**config.mk**
```make
export PLATFORM = sky130hd
export DESIGN_NAME = cg_pipe_stage
export DESIGN_NICKNAME = d
export VERILOG_FILES = /design/src/rtl/cg_stage_pkg.sv /design/src/rtl/cgs_gate_ctrl.sv /design/src/rtl/cgs_data_reg.sv /design/src/rtl/cg_pipe_stage.sv
export SDC_FILE = /design/constraint.sdc
export NUM_CORES = 1
export LEC_CHECK = 0
export BUFFER_PORTS_ARGS = -buffer_cell sky130_fd_sc_hd__buf_2
export CAP_MARGIN = 10
export CELL_PAD_IN_SITES_DETAIL_PLACEMENT = 0
export CELL_PAD_IN_SITES_GLOBAL_PLACEMENT = 1
export CORE_MARGIN = 3
export CORE_UTILIZATION = 30
export CTS_CLUSTER_DIAMETER = 150
export DETAILED_ROUTE_END_ITERATION = 10
export PLACE_DENSITY_LB_ADDON = 0.1
export SYNTH_ARGS = -nofsm -noshare
export SYNTH_HDL_FRONTEND = slang
export SYNTH_SLANG_ARGS = --single-unit
```
**constraint.sdc**
```tcl
create_clock -name clk_i -period 1.29 [get_ports clk_i]
set_input_delay 0.129 -clock clk_i [delete_from_list [all_inputs] [get_ports clk_i]]
set_output_delay 0.129 -clock clk_i [all_outputs]
set_load 0.05 [all_outputs]
```
**src/rtl/cg_stage_pkg.sv**
```systemverilog
package cg_stage_pkg;
  typedef enum logic {
    GATE_VALID_ONLY      = 1'b0,
    GATE_VALID_AND_STALL = 1'b1
  } gate_mode_e;
endpackage

```
**src/rtl/cgs_gate_ctrl.sv**
```systemverilog
module cgs_gate_ctrl
  import cg_stage_pkg::*;
#(
  parameter gate_mode_e MODE = GATE_VALID_ONLY
) (
  input  logic valid_i,
  input  logic stall_i,
  input  logic valid_q_i,
  output logic hold_o,
  output logic load_o,
  output logic clk_en_o
);
  // an empty stage never holds, so bubbles are squeezed out
  assign hold_o = stall_i & valid_q_i;
  assign load_o = valid_i & ~hold_o;

  generate
    if (MODE == GATE_VALID_AND_STALL) begin : g_stall_gated
      assign clk_en_o = load_o;
    end else begin : g_valid_gated
      assign clk_en_o = valid_i;
    end
  endgenerate
endmodule

```
**src/rtl/cgs_data_reg.sv**
```systemverilog
module cgs_data_reg #(
  parameter int DATA_W = 32
) (
  input  logic              clk_i,
  input  logic              rst_ni,
  input  logic              clk_en_i,
  input  logic              load_i,
  input  logic [DATA_W-1:0] d_i,
  output logic [DATA_W-1:0] q_o
);
  logic [DATA_W-1:0] q_q;

  // enabled edge while holding recirculates the stored value
  always_ff @(posedge clk_i or negedge rst_ni) begin
    if (!rst_ni)       q_q <= '0;
    else if (clk_en_i) q_q <= load_i ? d_i : q_q;
  end

  assign q_o = q_q;
endmodule

```
**src/rtl/cg_pipe_stage.sv**
```systemverilog
module cg_pipe_stage
  import cg_stage_pkg::*;
#(
  parameter int         DATA_W = 32,
  parameter gate_mode_e MODE   = GATE_VALID_ONLY
) (
  input  logic              clk_i,
  input  logic              rst_ni,
  input  logic [DATA_W-1:0] data_i,
  input  logic              valid_i,
  input  logic              stall_i,
  output logic [DATA_W-1:0] data_o,
  output logic              valid_o,
  output logic              stall_o,
  output logic              clk_en_o,
  output logic              act_o
);
  logic valid_q, act_q, hold, load, clk_en;

  cgs_gate_ctrl #(.MODE(MODE)) u_ctrl (
    .valid_i  (valid_i),
    .stall_i  (stall_i),
    .valid_q_i(valid_q),
    .hold_o   (hold),
    .load_o   (load),
    .clk_en_o (clk_en)
  );

  cgs_data_reg #(.DATA_W(DATA_W)) u_data (
    .clk_i   (clk_i),
    .rst_ni  (rst_ni),
    .clk_en_i(clk_en),
    .load_i  (load),
    .d_i     (data_i),
    .q_o     (data_o)
  );

  // valid flag and activity flop run on the free clock
  always_ff @(posedge clk_i or negedge rst_ni) begin
    if (!rst_ni) begin
      valid_q <= 1'b0;
      act_q   <= 1'b0;
    end else begin
      if (!hold) valid_q <= valid_i;
      act_q <= clk_en;
    end
  end

  assign valid_o  = valid_q;
  assign stall_o  = hold;
  assign clk_en_o = clk_en;
  assign act_o    = act_q;
endmodule

```
# Word-level counts from Yosys, hierarchy flattened

Index checks and enable logic that the tools add are counted.

Bitwise operators: 3
Reductions and logical operators: 1

Operators by type and width:

| kind                | number |
|---|---|
| 1-bit AND           | 2 |
| 2-bit AND reduction | 1 |
| 1-bit NOT           | 1 |

Bits in registers: 34
Output and inout port bits: 36

# Depth between registers and ports, before layout

Gate-level depths: netlist (run 1).

Depth after elaboration: 4
Depth in mapped cells: 3
Gate-level depth less buffers: 2

# By module

From an unflattened synthesis (run 1), not the netlist that was laid out.

Cells, all modules: 74
Area total of the unflattened synthesis: 1431.4 um2

Modules (own cells, without submodules):

| module        | instances | cells each | area an instance (um2) |
|---|---|---|---|
| cgs_data_reg  | 1         | 68         | 1345.0 |
| cg_pipe_stage | 1         | 3          | 65.1 |
| cgs_gate_ctrl | 1         | 3          | 21.3 |

# Least setup slack after synthesis (run 1)

OpenSTA, ideal clock, no wires.

Path type: register to register
Start point: register valid_q (netlist: valid_o)
End point: register u_data.q_q[1] (netlist: u_data.q_o[1])
Setup time: 125 ps
Arrival: 1340 ps
Path slack: -175 ps
Cell stages (with the launch flop): 4
Path buffers: 1
Period minus slack after synthesis: 1465 ps
Cell sequence: dfrtp_1 a21boi_4 buf_6 mux2_2

Longest elaborated chain between the ends: 4

Ends and longest elaborated chain:

| element                              | line                | text |
|---|---|---|
| start: declaration                   | cg_pipe_stage.sv:18 | `logic valid_q, act_q, hold, load, clk_en;` |
| start signal: assignment             | cg_pipe_stage.sv:44 | `if (!hold) valid_q <= valid_i;` |
| 1-bit AND                            | cgs_gate_ctrl.sv:14 | `assign hold_o = stall_i & valid_q_i;` |
| 1-bit NOT                            | cgs_gate_ctrl.sv:15 | `assign load_o = valid_i & ~hold_o;` |
| 1-bit AND                            | cgs_gate_ctrl.sv:15 |  |
| 2-bit AND reduction (no source line) | n/a                 |  |
| end signal: assignment               | cgs_data_reg.sv:16  | `else if (clk_en_i) q_q <= load_i ? d_i : q_q;` |
| end: declaration                     | cgs_data_reg.sv:11  | `logic [DATA_W-1:0] q_q;` |

Every way passes these cells.
A chain may end at the register's enable or synchronous reset.

# Worst setup path in the final report (run 1)

Start point: register valid_q (netlist: valid_o)
End point: register u_data.q_q[3] (netlist: u_data.q_o[3])

Same word-level chain as after synthesis.

==> results.toml, run 1 <==
[run_status]
outcome = "finished clean"

[pwr]
p_comb_frac = 0.330
power_leakage_nw = 0.884
power.switching_w = 0.00112
p_clk_frac = 0.248
sw_frac_of_total = 0.366
vdd_ir_drop_max_uv = 679
intPower_w = 0.00194
power_density_nw_per_um2 = 1700
power_frac_seq = 0.422

[logic_synthesis]
yosys_warnings = 0
ys_types = 8
syn_area_um2 = 1280
synth_nets = 109
synth_seq_area_share = 0.663
syn_avg_cell_area_um2 = 17.6
synth_cells = 73
synth-seq-cells = 34

[setup_path]
r2r_cells = 3
r2r_start = "valid_o"
r2r_slack_ns = 0.03
required_ns = 1.44
cp_slowest_stage_delay_ns = 0.42
start_kind = "flop"
critical_path_arrival_ns = 1.42
path_cells = "a21boi_4 > buf_12 > mux2_2"
r2r-end = "u_data.q_o[3]"
worst-path-buf-inv = 1
critPathKind = "reg -> reg"
cp_slowest_cell = "dfrtp_2"
cp_top_family = "flip-flops"
crit_path_end_kind = "flop"
crit_fanout = 32

[placed_design]
gp_congestion = 0.762
portBuffers = 71
placed_area_um2 = 1690

[floorplanning]
fp.dieW_um = 71.4
core_um2 = 4060
rows = 23
initial_core_util = 0.316
die_area_um2 = 5100
die_h_um = 71.4
ioPinCount = 72

[layout]
drive_gt1_frac = 0.750
final_cell_area_um2 = 1800
fillers = 398
area.sequential_um2 = 852
final_net_count = 187
syn2layout_area_growth_pct = 40.4
multiInputGateArea_um2 = 393
antenna_cells = 0

[routing]
postRouteAntennaNets = 0
drc = 0
dr_total_vias = 862
post_drt_wl_per_cell_um = 12.5
drt_iter0_markers = 17
firstDrtPassIters = 2
finalWirelength_um = 2530
vias_per_cell = 4.27

[timing]
fin_worst_skew_ns = 0.00193
tightestPinTransition_ns = 0.390
rsz0062_at_grt = "true"
finalHoldViolCount = 0
finalSetupViolations = 0
fin_setup_tns_ns = 0
fin_crit_ns = 1.26
finalCritPeriodShare = 0.979
drv_slew = 0
max_freq_ghz = 0.792
slew-limit-headroom = 0.740
hold_slack_ns = 0.0737

[global_routing]
grt_pass1_vias = 879
grt_max_degree = 33
track_usage = 0.104
antenna_found_initial = 0
grt_pass1_wl_um = 4070
grt_overflow = 0

[clock_network]
clkLatencyLatePin_ns = 0.27
cts_buffer_depth = 2
clock-root-buffer = "clkbuf_8"
cts_buffers = 5
cts.clk_slew.worst_paths_ns = 0.06
cts.htree.levels = 2
cts_sinks = 34
cts_resized = 0
cts_tree = "done"

[worst_hold_path]
hold_end = "u_data.q_o[0]"
min_from = "data_i[0]"
holdPathStages = 2
hold_path.class = "in -> reg"

[run]
cap_violations = 0
-- Yosys cell counts --
library cell / n / area (um^2)
a21boi_4: 1 / 18.8
mux2_2: 30 / 338
or2_2: 1 / 6.26
buf_4: 1 / 7.51
and2_1: 1 / 6.26
dfrtp_1: 34 / 851
buf_6: 3 / 33.8
mux2_1: 2 / 22.5
-- flip-flops by register name, summed over array words and instances, names as in the netlist --
| register | flops |
|---|---|
| act_o | 1 |
| valid_o | 1 |
| u_data.q_o | 32 |
-- worst max path at each step --
stage / endpoint / depth (start not counted) / slack, ns / startpoint
finish: u_data.q_o[3] / 3 / 0.03 / valid_o
global route: u_data.q_o[4] / 3 / -0.02 / valid_o
floorplan: u_data.q_o[1] / 3 / -0.07 / valid_o
CTS: u_data.q_o[13] / 3 / 0.008 / valid_o
global placement: u_data.q_o[5] / 3 / 0.04 / valid_o
detailed placement: u_data.q_o[13] / 3 / 0.01 / valid_o
-- stage by stage --
stage / total power (W) / instances / utilization / setup WS [ns]
floorplan: 0.00206 / 73 / - / -0.0729
global placement: 0.00232 / 192 / 0.417 / 0.0369
detailed placement: 0.00233 / 192 / 0.417 / 0.0115
CTS: 0.00312 / 202 / 0.444 / 0.00840
global route: 0.00323 / 202 / 0.444 / -0.0219
finish: 0.00305 / 202 / 0.444 / 0.0271
-- routing by layer --
metal  vias to the layer above  global-route usage  wire length [um]
met5                         -                   0                 0
met4                         0              0.0438                28
met3                         4              0.0337               205
met2                        38               0.177              1340
met1                       415               0.122               954
li1                        405                   -                 -
-- cell type report --
cell class / count / area share
clock buffer: 7 / 0.0479
sequential: 34 / 0.473
multi-input combinational: 35 / 0.218
tap: 50 / 0.0347
clock inverter: 1 / 0.00278
timing repair buffer: 75 / 0.224
-- cells by family (layout without fill, tap and decap cells) --
| logic type | Yosys count | in the layout | synth area share |
|---|---|---|---|
| flops | 34 | 34 | 0.663 |
| mux | 32 | 32 | 0.281 |
| buf+inv | 4 | 83 | 0.0322 |
| simple gates | 2 | 2 | 0.00975 |
| compound gates | 1 | 1 | 0.0146 |
-- placed cells by master, fill, tap and decap left out, drive strengths merged --
master and n:
dlygate4sd3 2, or2 1, dfrtp 34, clkinv 1, a21boi 1, and2 1
buf 73, clkbuf 7, mux2 32
-- what timing repair did --
action / 4_1_cts / 5_1_grt
hold endpoints to repair: 18 / 0
buffers inserted: 0 / 0
setup endpoints to repair: 0 / 29
hold buffers: 2 / 0
-- power groups by stage --
| stage | combinational (W) | sequential [W] | clock [W] |
|---|---|---|---|
| floorplan | 0.000203 | 0.00185 | 0 |
| global placement | 0.00101 | 0.00131 | 0 |
| detailed placement | 0.00102 | 0.00131 | 0 |
| CTS | 0.00102 | 0.00129 | 0.000804 |
| global route | 0.00106 | 0.00131 | 0.000858 |
| finish | 0.00101 | 0.00129 | 0.000758 |
(Power assumes the default switching activity.)
==> run 2: changes to the inputs <==
Settings changed: CAP_MARGIN 10 to 5, CORE_UTILIZATION 30 to 32, SYNTH_HIERARCHICAL set to 1, TNS_END_PERCENT set to 10.
==> results.toml, run 2 <==
[logic_synthesis]
synth_nets = 110
yosys_warnings = 6
synthTopCellsByArea = "dfrtp_1, mux2_4, buf_12"
synth_most_common_cell = "dfrtp_1"
ys_types = 8
yosys.area.top_type = "dfrtp_1"
netlist.area_leader.share = 0.594
synth_edf_count = 0
synth_cells = 74
synthTopCellsByCount = "dfrtp_1, mux2_4, buf_12, mux2_2"
synthArstFlopShare = 1.00
yosys_most_used_dff = "dfrtp_1"
syn_area_um2 = 1430
syn_avg_cell_area_um2 = 19.3
synth_seq_area_share = 0.594
synth-seq-cells = 34

[floorplanning]
core_um2 = 4140
fp.dieW_um = 72.9
initial_core_util = 0.345
ioPinCount = 72
rows = 23
die_h_um = 72.9
die_area_um2 = 5310

[setup_path]
r2r_slack_ns = 0.04
cp_slowest_stage_delay_ns = 0.41
critPathKind = "reg -> reg"
crit_path_end_kind = "flop"
worst-path-buf-inv = 1
path_cells = "a21boi_2 > nand2_4 > buf_12 > mux2_4"
required_ns = 1.46
crit_fanout = 20
critical_path_arrival_ns = 1.41
cp_top_family = "flip-flops"
start_kind = "flop"
cp_slowest_cell = "dfrtp_2"

[routing]
dr_total_vias = 879
firstDrtPassIters = 2
finalWirelength_um = 2920
drt_iter0_markers = 21
drc = 0
postRouteAntennaNets = 0
post_drt_wl_per_cell_um = 14.3
vias_per_cell = 4.31

[global_routing]
antenna_found_initial = 0
grt_pass1_wl_um = 4590
track_usage = 0.116
grt_pass1_vias = 922
grt_max_degree = 21
grt_overflow = 0

[layout]
drive_gt1_frac = 0.766
fin_cells = 204
final_net_count = 189
post-route-util = 0.476
antenna_cells = 0
syn2layout_area_growth_pct = 37.7
final_common_cell = "buf_2"
final_cell_mix = "buf_2, dfrtp_1, mux2_4"
largest_reg_flops = 32

[timing]
drv_slew = 0
setup_slack_ns = 0.0408
fin_crit_ns = 1.25
finalHoldViolCount = 0
finalSetupViolations = 0
tightestPinTransition_ns = 0.352
hold_slack_ns = 0.0322
max_freq_ghz = 0.801
finalCritPeriodShare = 0.968
fin_worst_skew_ns = 0.00509
rsz0062_at_grt = "true"
slew-limit-headroom = 0.766

[clock_network]
cts.htree.levels = 2
clock-root-buffer = "clkbuf_8"
clkLatencyLatePin_ns = 0.28
postCtsSetupRepairBufs = 0
cts_sinks = 34
cts.clk_slew.worst_paths_ns = 0.07
cts_buffers = 5
cts_tree = "done"
cts_buffer_depth = 2

[run_status]
outcome = "finished clean"

[placed_design]
portBuffers = 71
dp.cells = 195
gp_congestion = 0.686
dp_hpwl_um = 2220
pre_cts_slack_ns = 0.0364

[run]
cap_violations = 0

[pwr]
fin_total_pwr_w = 0.00372
power_leakage_nw = 1.08
power_density_nw_per_um2 = 1890
vdd_ir_drop_max_uv = 874

[worst_hold_path]
hold_path.class = "in -> reg"
[run 2: final timing paths]
kind	to	startpoint	cells past startpoint
setup reg to reg	u_data/q_o[1]	valid_o	4
setup / recovery	u_data/q_o[1]	valid_o	4
hold reg to reg	u_data/q_o[20]	u_data/q_o[20]	1
hold / removal	act_o	valid_i	1
max in group asynchronous	u_data/q_o[24]	rst_ni	3
min in group asynchronous	u_data/q_o[23]	rst_ni	2
[run 2: routing by layer]
metal / wire length (um) / up-vias / global-route usage
met3: 330 / 6 / 0.0620
met1: 1240 / 417 / 0.145
met4: 41 / 0 / 0.0430
met5: 0 / - / 0
met2: 1310 / 45 / 0.170
li1: - / 411 / -
[run 2: final cells by class]
class | instances | area [um^2]
Timing Repair Buffer | 76 | 430
Clock buffer | 7 | 76.3
Sequential cell | 34 | 852
Tap cell | 50 | 62.6
Fill cell | 402 | 2170
Clock inverter | 1 | 30.0
Multi-Input combinational cell | 36 | 519
[run 2: kinds of logic (layout without fill, tap and decap cells)]
kind of cell	count (synthesis)	after routing	share of synthesized area
compound gates	1	1	0.00525
simple gates	2	2	0.0122
flops	34	34	0.594
mux	33	33	0.341
buf+inv	4	84	0.0472
[run 2: what timing repair did]
item                                    CTS  global route
endpoints found under the setup margin    1            18
hold buffers                              1             0
gates resized for setup                   4             0
endpoints found under the hold margin    15             0
[run 2: power breakdown]
group / internal [W] / total [W] / switching (W)
Sequential: 0.00127 / 0.00137 / 0.000105
Combinational: 0.000470 / 0.00141 / 0.000944
Clock: 0.000578 / 0.000937 / 0.000359
Total: 0.00231 / 0.00372 / 0.00141
[run 2: stage by stage]
step / cell area [um^2] / setup TNS [ns]
2_1_floorplan: 1440 / -2.75
4_1_cts: 1970 / 0
3_3_place_gp: 1840 / 0
3_5_place_dp: 1840 / 0
5_1_grt: 1970 / -0.0933
6_report: 1970 / 0
==> run 3: changes to the inputs <==
Settings changed: CORE_UTILIZATION 32 to 33.
Clock period 1.29 ns to 1.4 ns, I/O delays scaled along.
==> results.toml, run 3 (synthesized netlist as in run 2, its figures left out) <==
[run_status]
outcome = "finished clean"

[timing]
finalHoldViolCount = 0
fin_setup_tns_ns = 0
hold_slack_ns = 0.0432
slew-limit-headroom = 0.751
finalCritPeriodShare = 0.907
max_freq_ghz = 0.787
fin_crit_ns = 1.27
finalSetupViolations = 0
rsz0062_at_grt = "false"
tightestPinTransition_ns = 0.373
drv_slew = 0
setup_slack_ns = 0.130
fin_worst_skew_ns = 0.00305

[layout]
antenna_cells = 0
final_cell_mix = "buf_2, dfrtp_1, mux2_4"
drive_gt1_frac = 0.778
largest_reg_flops = 32
multiInputGateArea_um2 = 518
final_net_count = 188
fillers = 379
final_common_cell = "buf_2"
syn2layout_area_growth_pct = 36.5
area.sequential_um2 = 852

[worst_hold_path]
hold_end = "act_o"
min_from = "valid_i"
hold_path.class = "in -> reg"
holdPathStages = 1

[global_routing]
track_usage = 0.123
grt_pass1_vias = 936
grt_pass1_wl_um = 4780
antenna_found_initial = 0
grt_overflow = 0
grt_max_degree = 19

[clock_network]
cts.htree.levels = 2
clock-root-buffer = "clkbuf_8"
cts.clk_slew.worst_paths_ns = 0.07
clkLatencyLatePin_ns = 0.28
cts_sinks = 34
cts_buffer_depth = 2
cts_tree = "done"
cts_buffers = 5

[setup_path]
critPathKind = "reg -> reg"
crit_path_end_kind = "flop"
crit_fanout = 18
r2r_start = "valid_o"
path_cells = "a21boi_2 > nand2_4 > buf_12 > mux2_4"
start_kind = "flop"
required_ns = 1.57
r2r-end = "u_data/q_o[13]"
r2r_slack_ns = 0.13
critical_path_arrival_ns = 1.44
r2r_cells = 4
cp_slowest_stage_delay_ns = 0.42
cp_slowest_cell = "dfrtp_2"

[routing]
post_drt_wl_per_cell_um = 14.1
vias_per_cell = 4.39
postRouteAntennaNets = 0
drt_iter0_markers = 16
drc = 0
firstDrtPassIters = 3
dr_total_vias = 892
finalWirelength_um = 2860

[floorplanning]
die_area_um2 = 5160
initial_core_util = 0.350
fp.dieW_um = 71.9
ioPinCount = 72
core_um2 = 4090
die_h_um = 71.9
rows = 23

[pwr]
fin_total_pwr_w = 0.00341
vdd_ir_drop_max_uv = 551
power_density_nw_per_um2 = 1750
power_leakage_nw = 1.07

[placed_design]
dp_hpwl_um = 2180
gp_congestion = 0.716
pre_cts_slack_ns = 0.127
portBuffers = 71

[run]
cap_violations = 0
## run 3: cell count changes in the layout (fill, tap and decap cells not counted), sizes merged
cell,before,now
clkbuf,7,5
buf,75,74
clkinv,0,2
## run 3: per-layer routing
metal	vias to the layer above	track usage	share of wire
met4	0	0.0564	0.017
met5	-	0	0
met2	47	0.176	0.45
met1	426	0.160	0.42
met3	6	0.0547	0.11
li1	413	-	-
## run 3: where the power goes
| part | internal, W | switching (W) | leakage (nW) |
|---|---|---|---|
| Clock | 0.000523 | 0.000341 | 0.0579 |
| Sequential | 0.00117 | 0.0000965 | 0.399 |
| Combinational | 0.000423 | 0.000865 | 0.616 |
| Total | 0.00211 | 0.00130 | 1.07 |
## run 3: per-stage QoR
| step | util | area [um^2] | instances |
|---|---|---|---|
| 2_1_floorplan | - | 1440 | 74 |
| 3_3_place_gp | 0.449 | 1840 | 194 |
| 3_5_place_dp | 0.449 | 1840 | 194 |
| 4_1_cts | 0.478 | 1950 | 203 |
| 5_1_grt | 0.478 | 1950 | 203 |
| 6_report | 0.478 | 1950 | 203 |
## run 3: how the worst max path moves through the flow
stage / startpoint / end / cells after the start
2_1_floorplan: valid_o / u_data/q_o[0] / 4
3_3_place_gp: valid_o / u_data/q_o[20] / 4
3_5_place_dp: valid_o / u_data/q_o[13] / 4
4_1_cts: valid_o / u_data/q_o[24] / 4
5_1_grt: valid_o / u_data/q_o[21] / 4
6_report: valid_o / u_data/q_o[13] / 4
## run 3: final cells by class
class / count / share of cell area
multi-input cells: 36 / 0.265
repair buffers: 75 / 0.211
clock buffers: 5 / 0.0352
flip-flops and latches: 34 / 0.436
clock inverters: 3 / 0.0205
well taps: 50 / 0.0320
## run 3: repair_timing
| action | CTS | global route |
|---|---|---|
| hold endpoints to repair | 16 | 0 |
| gates resized for setup | 0 | 0 |
| hold buffers | 1 | 0 |
| setup buffers | 0 | 0 |
## run 3: worst max-delay path, delay by kind of cell (launching register included)
family          cells  cell delay (ns)
flops               1             0.42
mux                 1             0.30
compound gates      1             0.17
buf+inv             1             0.17
simple gates        1             0.09
